<file path="src/rtl/fpadd_pkg.sv">
package fpadd_pkg;
  typedef struct packed {
    logic load;
    logic align;
    logic add;
    logic norm;
    logic round;
  } strobe_t;

  typedef enum logic [2:0] {
    S_IDLE, S_ALIGN, S_ADD, S_NORM, S_ROUND, S_DONE
  } state_t;
endpackage

</file>
<file path="src/rtl/fpadd_ctrl.sv">
module fpadd_ctrl
  import fpadd_pkg::*;
(
  input  logic    clk,
  input  logic    rst_n,
  input  logic    inValid,
  output logic    inReady,
  output logic    outValid,
  input  logic    outReady,
  input  logic    normDone,
  output strobe_t stb
);
  state_t state, nextState;

  always_ff @(posedge clk) begin
    if (!rst_n) state <= S_IDLE;
    else        state <= nextState;
  end

  always_comb begin
    nextState = state;
    stb       = '0;
    unique case (state)
      S_IDLE: begin
        stb.load = inValid;
        if (inValid) nextState = S_ALIGN;
      end
      S_ALIGN: begin stb.align = 1'b1; nextState = S_ADD; end
      S_ADD:   begin stb.add   = 1'b1; nextState = S_NORM; end
      S_NORM: begin
        stb.norm = 1'b1;
        if (normDone) nextState = S_ROUND;
      end
      S_ROUND: begin stb.round = 1'b1; nextState = S_DONE; end
      S_DONE:  if (outReady) nextState = S_IDLE;
      default: nextState = S_IDLE;
    endcase
  end

  assign inReady  = (state == S_IDLE);
  assign outValid = (state == S_DONE);

  // a pending result is held until it is taken
  assert_hold_valid_R11: assert property (@(posedge clk) disable iff (!rst_n)
    outValid && !outReady |=> outValid);
  // accepting and presenting never overlap
  assert_ready_idle_R11: assert property (@(posedge clk) disable iff (!rst_n)
    !(inReady && outValid));
endmodule

</file>
<file path="src/rtl/fpadd_dp.sv">
module fpadd_dp
  import fpadd_pkg::*;
#(
  parameter int EXP_W  = 8,
  parameter int FRAC_W = 23,
  localparam int WORD  = 1 + EXP_W + FRAC_W
) (
  input  logic            clk,
  input  logic            rst_n,
  input  strobe_t         stb,
  input  logic [WORD-1:0] opA,
  input  logic [WORD-1:0] opB,
  input  logic            opSub,
  output logic            normDone,
  output logic [WORD-1:0] result,
  output logic            ovf,
  output logic            unf
);
  localparam int SIG_W = FRAC_W + 1;
  localparam int EXT_W = SIG_W + 3;
  localparam int SUM_W = EXT_W + 1;
  localparam int EI_W  = EXP_W + 2;
  localparam int E_MAX = (1 << EXP_W) - 2;

  logic             sA, sB, sBig, sSmall, sRes;
  logic [EXP_W-1:0] eA, eB;
  logic [EXT_W-1:0] mA, mB, mBig, mSmall;
  logic signed [EI_W-1:0] eRes;
  logic [SUM_W-1:0] sum;
  logic [WORD-1:0]  resReg;
  logic             ovfReg, unfReg;

  // align step: order by {exponent, significand}, shift the smaller one
  logic             aBigger;
  logic [EXP_W-1:0] eHi, eLo, shiftAmt;
  logic [EXT_W-1:0] mHi, mLo, mShift;
  always_comb begin
    aBigger  = {eA, mA} >= {eB, mB};
    eHi      = aBigger ? eA : eB;
    eLo      = aBigger ? eB : eA;
    mHi      = aBigger ? mA : mB;
    mLo      = aBigger ? mB : mA;
    shiftAmt = eHi - eLo;
    if (shiftAmt >= EXP_W'(EXT_W)) begin
      mShift = {{(EXT_W-1){1'b0}}, |mLo};
    end else begin
      mShift    = mLo >> shiftAmt;
      mShift[0] = mShift[0] | (|(mLo & ~({EXT_W{1'b1}} << shiftAmt)));
    end
  end

  // round step: nearest-even, then renormalize on carry and pack
  logic             lsb, grd, rst, inc;
  logic [SIG_W:0]   rnd;
  logic signed [EI_W-1:0] eFin;
  logic [FRAC_W-1:0] fracFin;
  always_comb begin
    lsb = sum[3];
    grd = sum[2];
    rst = sum[1] | sum[0];
    inc = grd & (rst | lsb);
    rnd = {1'b0, sum[SUM_W-2:3]} + (SIG_W+1)'(inc);
    if (rnd[SIG_W]) begin
      fracFin = rnd[FRAC_W:1];
      eFin    = eRes + EI_W'(1);
    end else begin
      fracFin = rnd[FRAC_W-1:0];
      eFin    = eRes;
    end
  end

  assign normDone = (sum[SUM_W-1:SUM_W-2] == 2'b01) || (sum == '0);

  always_ff @(posedge clk) begin
    if (!rst_n) begin
      {sA, sB, sBig, sSmall, sRes} <= '0;
      {eA, eB, mA, mB, mBig, mSmall} <= '0;
      eRes   <= '0;
      sum    <= '0;
      resReg <= '0;
      ovfReg <= 1'b0;
      unfReg <= 1'b0;
    end else begin
      if (stb.load) begin
        sA <= opA[WORD-1];
        sB <= opB[WORD-1] ^ opSub;
        eA <= opA[WORD-2:FRAC_W];
        eB <= opB[WORD-2:FRAC_W];
        mA <= (opA[WORD-2:FRAC_W] != '0) ? {1'b1, opA[FRAC_W-1:0], 3'b000} : '0;
        mB <= (opB[WORD-2:FRAC_W] != '0) ? {1'b1, opB[FRAC_W-1:0], 3'b000} : '0;
      end
      if (stb.align) begin
        sBig   <= aBigger ? sA : sB;
        sSmall <= aBigger ? sB : sA;
        mBig   <= mHi;
        mSmall <= mShift;
        eRes   <= {2'b00, eHi};
      end
      if (stb.add) begin
        sRes <= sBig;
        sum  <= (sBig ^ sSmall) ? ({1'b0, mBig} - {1'b0, mSmall})
                                : ({1'b0, mBig} + {1'b0, mSmall});
      end
      if (stb.norm && !normDone) begin
        if (sum[SUM_W-1]) begin
          sum  <= {1'b0, sum[SUM_W-1:2], sum[1] | sum[0]};
          eRes <= eRes + EI_W'(1);
        end else begin
          sum  <= sum << 1;
          eRes <= eRes - EI_W'(1);
        end
      end
      if (stb.round) begin
        ovfReg <= 1'b0;
        unfReg <= 1'b0;
        if (sum == '0) begin
          resReg <= '0;
        end else if (int'(eFin) > E_MAX) begin
          resReg <= {sRes, {EXP_W{1'b1}}, {FRAC_W{1'b0}}};
          ovfReg <= 1'b1;
        end else if (int'(eFin) < 1) begin
          resReg <= {sRes, {(WORD-1){1'b0}}};
          unfReg <= 1'b1;
        end else begin
          resReg <= {sRes, eFin[EXP_W-1:0], fracFin};
        end
      end
    end
  end

  assign result = resReg;
  assign ovf    = ovfReg;
  assign unf    = unfReg;

  // the rounding step only ever sees a normalized (or zero) sum
  assert_norm_before_round_R7: assert property (@(posedge clk) disable iff (!rst_n)
    stb.round && (sum != '0) |-> sum[SUM_W-1:SUM_W-2] == 2'b01);
  // overflow flag comes with the infinity code
  assert_ovf_inf_R8: assert property (@(posedge clk) disable iff (!rst_n)
    ovf |-> result[WORD-2:0] == {{EXP_W{1'b1}}, {FRAC_W{1'b0}}});
  // underflow flag comes with a zero magnitude
  assert_unf_zero_R9: assert property (@(posedge clk) disable iff (!rst_n)
    unf |-> result[WORD-2:0] == '0);
  // flags are exclusive
  assert_flags_excl_R9: assert property (@(posedge clk) disable iff (!rst_n)
    !(ovf && unf));
endmodule

</file>
<file path="src/rtl/fpadd_top.sv">
module fpadd_top
  import fpadd_pkg::*;
#(
  parameter int EXP_W  = 8,
  parameter int FRAC_W = 23,
  localparam int WORD  = 1 + EXP_W + FRAC_W
) (
  input  logic            clk,
  input  logic            rst_n,
  input  logic            in_valid,
  output logic            in_ready,
  input  logic [WORD-1:0] in_a,
  input  logic [WORD-1:0] in_b,
  input  logic            in_sub,
  output logic            out_valid,
  input  logic            out_ready,
  output logic [WORD-1:0] out_result,
  output logic            out_overflow,
  output logic            out_underflow
);
  strobe_t stb;
  logic    normDone;

  fpadd_ctrl u_ctrl (
    .clk(clk), .rst_n(rst_n), .inValid(in_valid), .inReady(in_ready),
    .outValid(out_valid), .outReady(out_ready), .normDone(normDone), .stb(stb)
  );

  fpadd_dp #(.EXP_W(EXP_W), .FRAC_W(FRAC_W)) u_dp (
    .clk(clk), .rst_n(rst_n), .stb(stb), .opA(in_a), .opB(in_b),
    .opSub(in_sub), .normDone(normDone), .result(out_result),
    .ovf(out_overflow), .unf(out_underflow)
  );

  // the presented result does not change while it waits
  assert_stable_result_R11: assert property (@(posedge clk) disable iff (!rst_n)
    out_valid && !out_ready |=> $stable(out_result) && $stable(out_overflow)
                                 && $stable(out_underflow));
endmodule

</file>
<file path="config.mk">
export PLATFORM = sky130hd
export DESIGN_NAME = fpadd_top
export DESIGN_NICKNAME = d
export VERILOG_FILES = /design/src/rtl/fpadd_pkg.sv /design/src/rtl/fpadd_ctrl.sv /design/src/rtl/fpadd_dp.sv /design/src/rtl/fpadd_top.sv
export SDC_FILE = /design/constraint.sdc
export NUM_CORES = 1
export LEC_CHECK = 0
export BUFFER_PORTS_ARGS = -buffer_cell sky130_fd_sc_hd__clkbuf_2
export CAP_MARGIN = 20
export CORE_MARGIN = 2
export CORE_UTILIZATION = 45
export DETAILED_ROUTE_END_ITERATION = 6
export MAX_ROUTING_LAYER = met4
export PLACE_DENSITY = 0.71
export SLEW_MARGIN = 0
export SYNTH_ARGS = -nofsm -noshare
export SYNTH_HDL_FRONTEND = slang
export SYNTH_SLANG_ARGS = --single-unit
</file>
<file path="constraint.sdc">
create_clock -name clk -period 7.1 [get_ports clk]
set_clock_uncertainty 0.05 [all_clocks]
set_input_delay 0 -clock clk [delete_from_list [all_inputs] [get_ports clk]]
set_output_delay 0 -clock clk [all_outputs]
set_load 0.01 [all_outputs]
</file>
# Yosys cells after proc, flatten, opt, wreduce, memory -nomap -nowiden
# Cells that the tools add are included.
[op_classes]
eq_ne = 9
n_shift = 2
n_mux = 35
add_sub_neg = 6
magnitude_cmp = 4
bitwise_logic = 8
reduce_logical = 12
[ops]
columns = ["op", "n"]
rows = [
  ["2-to-1 mux 27 bit", 5],
  ["2-to-1 mux 28 bit", 4],
  ["2-to-1 mux 31 bit", 2],
  ["OR reduction 27 bit", 2],
  ["2-to-1 mux 10 bit", 4],
  [">= comparator 35 bit", 1],
  ["2-to-1 mux 32 bit", 1],
  ["adder 27 x 27 -> 28 bit", 1],
  ["zero test 28 bit", 1],
  ["subtractor 27 x 27 -> 28 bit", 1],
  ["AND 27 bit", 1],
  ["inverter 27 bit", 1],
  ["left shift 27 x 8 -> 27 bit, first input constant", 1],
  ["right shift 27 x 8 -> 27 bit", 1],
  ["adder 24 x 1 -> 25 bit", 1],
  ["2-to-1 mux 23 bit", 1],
  ["case mux 3 bit (6 select lines)", 1],
  ["2-to-1 mux 8 bit", 2],
  ["nonzero test 8 bit", 2],
  ["2-to-1 mux 1 bit", 12],
  ["adder 10 x 2 -> 10 bit, second input constant", 1],
  ["> comparator 10 x 9 -> 1 bit, second input constant", 1],
  ["less-than comparator 10 x 2 -> 1 bit, second input constant", 1],
  ["subtractor 10 x 2 -> 10 bit, second input constant", 1],
  ["18 further kinds", 27],
]
[totals]
output_inout_bits = 36
wordCells = 93
ff_bits = 204
input_bits = 69

# Depth between registers and ports, before layout
[logic_depth]
word_depth = 9
ltp_mapped = 23
ltp_nobuf = 22

# Cells and area by module
# From an unflattened synthesis, not the netlist that was laid out.
[hier_totals]
cells_unflattened = 1811
hier_area_um2 = 13853.3
[by_module_without_submodules]
columns = ["module", "seq_area_each_um2", "cells_each", "area_per_inst_um2", "instances"]
rows = [
  ["fpadd_dp", 3843.7, 1785, 13618.1, 1],
  ["fpadd_ctrl", 60.1, 26, 235.2, 1],
]

# Worst setup path before layout
# No wires, ideal clock.
[synth_path]
path_type = "register to register"
startpoint = "register u_dp.mB[16]"
endpoint = "register u_dp.mSmall[0]"
synth_period_minus_slack_ns = 4.397
slack_ns = 2.703
arrival_time_ns = 4.216
n_path_buf = 0
stages_incl_launch_ff = 18
setup_ns = 0.131
required_time_ns = 6.919
path_cell_list = "dfxtp_1 > inv_1 > ha_1 > nand4_1 > or3_1 > nor4_2 > o41ai_4 > a211oi_1 > nor2_1 > ha_1 > a31o_2 > or3_1 > nand2_1 > mux4_2 > o221a_1 > a221o_1 > nor4_1 > a31oi_1"
[synth_via]
elab_chain_len = 9
word_cells_on_any_way = 14
cone_classes = "1 x add/sub; 2 x order compare; 2 x shift; 4 x mux; 3 x bitwise; 2 x reduce/logical"
[synth_lines]
columns = ["item", "line_no", "text"]
rows = [
  ["from (decl)", "fpadd_dp.sv:27", "logic [EXT_W-1:0] mA, mB, mBig, mSmall;"],
  ["from (signal assigned)", "fpadd_dp.sv:90", "mB <= (opB[WORD-2:FRAC_W] != '0) ? {1'b1, opB[FRAC_W-1:0], 3'b000} : '0;"],
  [">= comparator 35 bit", "fpadd_dp.sv:38", "aBigger = {eA, mA} >= {eB, mB};"],
  ["2-to-1 mux 8 bit (on tied branches)", "fpadd_dp.sv:39, fpadd_dp.sv:40", ""],
  ["subtractor 8 bit", "fpadd_dp.sv:43", "shiftAmt = eHi - eLo;"],
  ["left shift 27 x 8 -> 27 bit", "fpadd_dp.sv:48", "mShift[0] = mShift[0] | (|(mLo & ~({EXT_W{1'b1}} << shiftAmt)));"],
  ["inverter 27 bit", "fpadd_dp.sv:48", ""],
  ["AND 27 bit", "fpadd_dp.sv:48", ""],
  ["OR reduction 27 bit", "fpadd_dp.sv:48", ""],
  ["OR 1 bit", "fpadd_dp.sv:48", ""],
  ["2-to-1 mux 27 bit (*)", "fpadd_dp.sv:44", "if (shiftAmt >= EXP_W'(EXT_W)) begin"],
  ["to (signal assigned)", "fpadd_dp.sv:96", "mSmall <= mShift;"],
  ["to (decl)", "fpadd_dp.sv:27", ""],
]
# Mark *: on every way between the ends. The rest lies on a longest branch, timed or not.
# A chain may end at the register's enable or synchronous reset.

# Worst setup path in the final report
[layout_path]
startpoint = "register u_dp.eB[5]"
endpoint = "register u_dp.mSmall[0]"
[layout_via]
elab_chain_len = 9
word_cells_on_any_way = 14
cone_classes = "1 x add/sub; 2 x order compare; 2 x shift; 4 x mux; 3 x bitwise; 2 x reduce/logical"
[layout_lines]
columns = ["item", "line_no", "text"]
rows = [
  ["from (decl)", "fpadd_dp.sv:26", "logic [EXP_W-1:0] eA, eB;"],
  ["from (signal assigned)", "fpadd_dp.sv:88", "eB <= opB[WORD-2:FRAC_W];"],
  [">= comparator 35 bit", "fpadd_dp.sv:38", ""],
  ["2-to-1 mux 8 bit (on tied branches)", "fpadd_dp.sv:39, fpadd_dp.sv:40", ""],
  ["subtractor 8 bit", "fpadd_dp.sv:43", ""],
  ["left shift 27 x 8 -> 27 bit", "fpadd_dp.sv:48", ""],
  ["inverter 27 bit", "fpadd_dp.sv:48", ""],
  ["AND 27 bit", "fpadd_dp.sv:48", ""],
  ["OR reduction 27 bit", "fpadd_dp.sv:48", ""],
  ["OR 1 bit", "fpadd_dp.sv:48", ""],
  ["2-to-1 mux 27 bit (*)", "fpadd_dp.sv:44", ""],
]
# Marked as above.

==> results.sh <==
export IMPL_layout_common_cells="223 x nor2_1, 219 x nand2_1, 194 x dfxtp_1, 147 x a21oi_1, 104 x clkbuf_2"
export IMPL_final_common_cell="nor2_1"
export IMPL_diodes=0
export IMPL_worst_setup_path_end_kind="register"
export IMPL_grt_total_usage_pct=25.9
export IMPL_drt_iter0_drc=1294
export IMPL_yosys_register_bits=195
export IMPL_cts_sinks=195
export IMPL_synth_compound_area_share_pct=25.3
export IMPL_p_leak_nw=6.19
export IMPL_drt_wirelength_per_cell_um=18.4
export IMPL_path_class="reg -> reg"
export IMPL_dieHeight_um=180
export IMPL_cts_buffer_depth=2
export IMPL_critical_path_arrival_ns=5.66
export IMPL_synthTopCellsByArea="dfxtp_1 28%, nor2_1 6.0%, nand2_1 5.9%"
export IMPL_dr_pass1_iters=6
export IMPL_finalCritPeriodShare_pct=75.7
export IMPL_worst_setup_path_start_kind="register"
export IMPL_clk_pin_slew_ns=0.08
export IMPL_cts_tree="built"
export IMPL_antenna_found_initial=0
export IMPL_hold_path_class="in -> reg"
export IMPL_synth_edf_count=0
export IMPL_grt_pass1_vias=13075
export IMPL_synth_top_cell_area_share_pct=28.0
export IMPL_pin_count=105
export IMPL_dp_hpwl_um=30700
export IMPL_synth_flop_cell="dfxtp_1"
export IMPL_die_w_um=180
export IMPL_syn_inst=1810
export IMPL_areaGrowthSynthToFinish_pct=13.9
export IMPL_cap_viol_max_count=0
export IMPL_finalSetupViolCount=0
export IMPL_synth_top_family_by_area="compound AO/OA/AOI/OAI gates"
export IMPL_slowest_delay_ns=0.74
export IMPL_fp_dieArea_um2=32400
export IMPL_coreArea_um2=30600
export IMPL_hold_violations=0
export IMPL_p_per_area_nw_per_um2=414
export IMPL_clock_latency_ns=0.46
export IMPL_wirelength_um=42300
export IMPL_synth_fa_ha_area_share_pct=5.47
export IMPL_synth_cell_types=93
export IMPL_crit_fanout=22
export IMPL_timing_fmax_mhz=186
export IMPL_required_ns=7.38
export IMPL_postCtsSetupRepairBufs=0
export IMPL_irDropWorstVdd_mv=0.212
export IMPL_cp_slowest_cell="and2_1"
export IMPL_synth_simple_area_share_pct=21.7
export IMPL_row_count=64
export IMPL_grt_start_max_net_pins=73
export IMPL_vias=13905
export IMPL_layout_cells_non_filler=2298
export IMPL_cts_root_buffer="clkbuf_16"
export IMPL_vias_per_cell=6.05
export IMPL_fin_nets=2019
export IMPL_yosysTopAreaCell="dfxtp_1"
export IMPL_synth_seq_area_share_pct=28.0
export IMPL_initial_core_util_pct=45.6
export IMPL_path_buf_inv=1
export IMPL_postCtsResizedCells=0
export IMPL_crit_family="compound AO/OA/AOI/OAI gates"
export IMPL_final_antenna_net_count=0
export IMPL_h_tree_depth=4
export IMPL_yosys_warnings=0
export IMPL_port_buffers=104
export IMPL_synthMuxAreaShare_pct=8.95
export IMPL_setup_tns_ns=0
export IMPL_slew_violations=0
export IMPL_cp_cell_sequence="inv_1, ha_1, and3_2, nand3_2, a2111oi_4, o41ai_4, a211oi_1, nor2_1, ha_1, a31o_2, o21ai_1, and2_1, nor2_1, and4_1, a221o_1, nor4_1, a31oi_1"
export IMPL_synth_area_um2=14000
export IMPL_synth_async_reset_ratio_pct=0
export IMPL_grt_pass1_wl_um=67600
export IMPL_syn_avg_cell_area_um2=7.71
export IMPL_rsz0062_at_grt="no"
export IMPL_min_period_ns=5.37
export IMPL_status="completed"
export IMPL_placed_cells=2196
export IMPL_routabilityCongestion=0.933
export IMPL_grt_overflow=0
export IMPL_synth_nets=1940
export IMPL_final_layout_size_suffix_gt1_share_pct=11.8
export IMPL_maxSlewHeadroom_pct=32.2
export IMPL_tightest_slew_ns=1.01
export IMPL_drc=0
export IMPL_synth_xor_area_share_pct=5.14
export IMPL_cts_buffers=17
## cells by family (layout without fill, tap and decap cells)
family / count (synthesis) / in the layout
compound gates: 508 / 508
flops: 195 / 195
xor+xnor: 81 / 81
simple gates: 667 / 667
mux: 104 / 104
fa+ha+maj: 61 / 61
buf+inv: 194 / 286
## registers in the layout, indices dropped and copies added, names as in the netlist, 3 cells and up
| register | count |
|---|---|
| u_dp.mSmall | 27 |
| u_dp.eA | 8 |
| u_dp.eB | 8 |
| u_dp.mBig | 24 |
| u_dp.sum | 28 |
| u_ctrl.state | 3 |
| u_dp.mB | 24 |
| u_dp.eRes | 10 |
| u_dp.result | 32 |
| u_dp.mA | 24 |
## metal layers
| layer | up-vias | global-route usage [%] | part of all wire, % |
|---|---|---|---|
| met4 | 0 | 9.23 | 2.7 |
| met3 | 90 | 3.48 | 5.4 |
| met1 | 6555 | 33.8 | 46 |
| met2 | 481 | 41.2 | 46 |
| met5 | - | - | 0 |
| li1 | 6779 | - | - |
## power breakdown
part / total [W] / internal (W) / switching (W) / leakage (nW)
Combinational: 0.00405 / 0.00161 / 0.00244 / 4.32
Sequential: 0.00155 / 0.00126 / 0.000295 / 1.59
Clock: 0.000967 / 0.000480 / 0.000486 / 0.280
Total: 0.00657 / 0.00335 / 0.00322 / 6.19
## cell type report
| type | instances | area [µm²] |
|---|---|---|
| flip-flops and latches | 195 | 3910 |
| repair buffers | 194 | 1370 |
| clock buffers | 19 | 453 |
| fillers | 2917 | 14700 |
| multi-input cells | 1421 | 9320 |
| well taps | 396 | 495 |
| clock inverters | 13 | 114 |
| inverters | 60 | 228 |
## Yosys cell counts, drive strengths merged, types with 11 or more instances
cell type	instances
xnor2	46
inv	60
o211ai	15
a21oi	150
mux2i	76
clkbuf	108
a311oi	30
a211oi	37
nor3	37
a21o	16
nand3	43
and3	26
buf	26
a221oi	12
nand2	221
or3	14
ha	61
mux2	13
o31ai	13
xor2	35
a31oi	16
o21ai	62
nand4	16
nor2	224
and2	11
nor4	26
dfxtp	195
mux4	15
a22oi	53
o21a	14
a32oi	16
## repair_timing
action	in CTS	in global routing
endpoints found under the setup margin	0	0
hold buffers	68	0
hold endpoints to repair	66	0
## worst reg2reg max path, cell delays in order, from the launching register on
cell       delay (ns)
dfxtp_1          0.39
inv_1            0.11
ha_1             0.45
and3_2           0.28
nand3_2          0.13
a2111oi_4        0.42
o41ai_4          0.29
a211oi_1         0.42
nor2_1           0.08
ha_1             0.20
a31o_2           0.24
o21ai_1          0.26
and2_1           0.74
nor2_1           0.21
and4_1           0.25
a221o_1          0.30
nor4_1           0.32
a31oi_1          0.11
## stage by stage
| step | util [%] | setup WS, ns | power (W) | cell area (µm²) | hold slack (ns) |
|---|---|---|---|---|---|
| floorplan | - | 2.70 | 0.00460 | 14000 | 0.0860 |
| global placement | 47.8 | 1.98 | 0.00544 | 14600 | 0.185 |
| detailed placement | 47.8 | 1.86 | 0.00549 | 14600 | 0.192 |
| CTS | 51.9 | 1.82 | 0.00650 | 15900 | 0.0556 |
| global route | 51.9 | 1.51 | 0.00702 | 15900 | 0.0773 |
| finish | 51.9 | 1.73 | 0.00657 | 15900 | 0.0945 |
## worst paths after layout
kind              slack [ns]                     from  depth (start not counted)                           to
setup / recovery        1.73  u_dp.eB[5]$_SDFFE_PN0P_                         17  u_dp.mSmall[0]$_SDFFE_PN0P_
setup reg to reg        1.73  u_dp.eB[5]$_SDFFE_PN0P_                         17  u_dp.mSmall[0]$_SDFFE_PN0P_
hold reg to reg         0.41  u_dp.eB[0]$_SDFFE_PN0P_                          2      u_dp.eB[0]$_SDFFE_PN0P_
hold / removal          0.09                    rst_n                          2    u_dp.sum[27]$_SDFFE_PN0P_
Note: power is estimated with default switching activity, not from simulation.
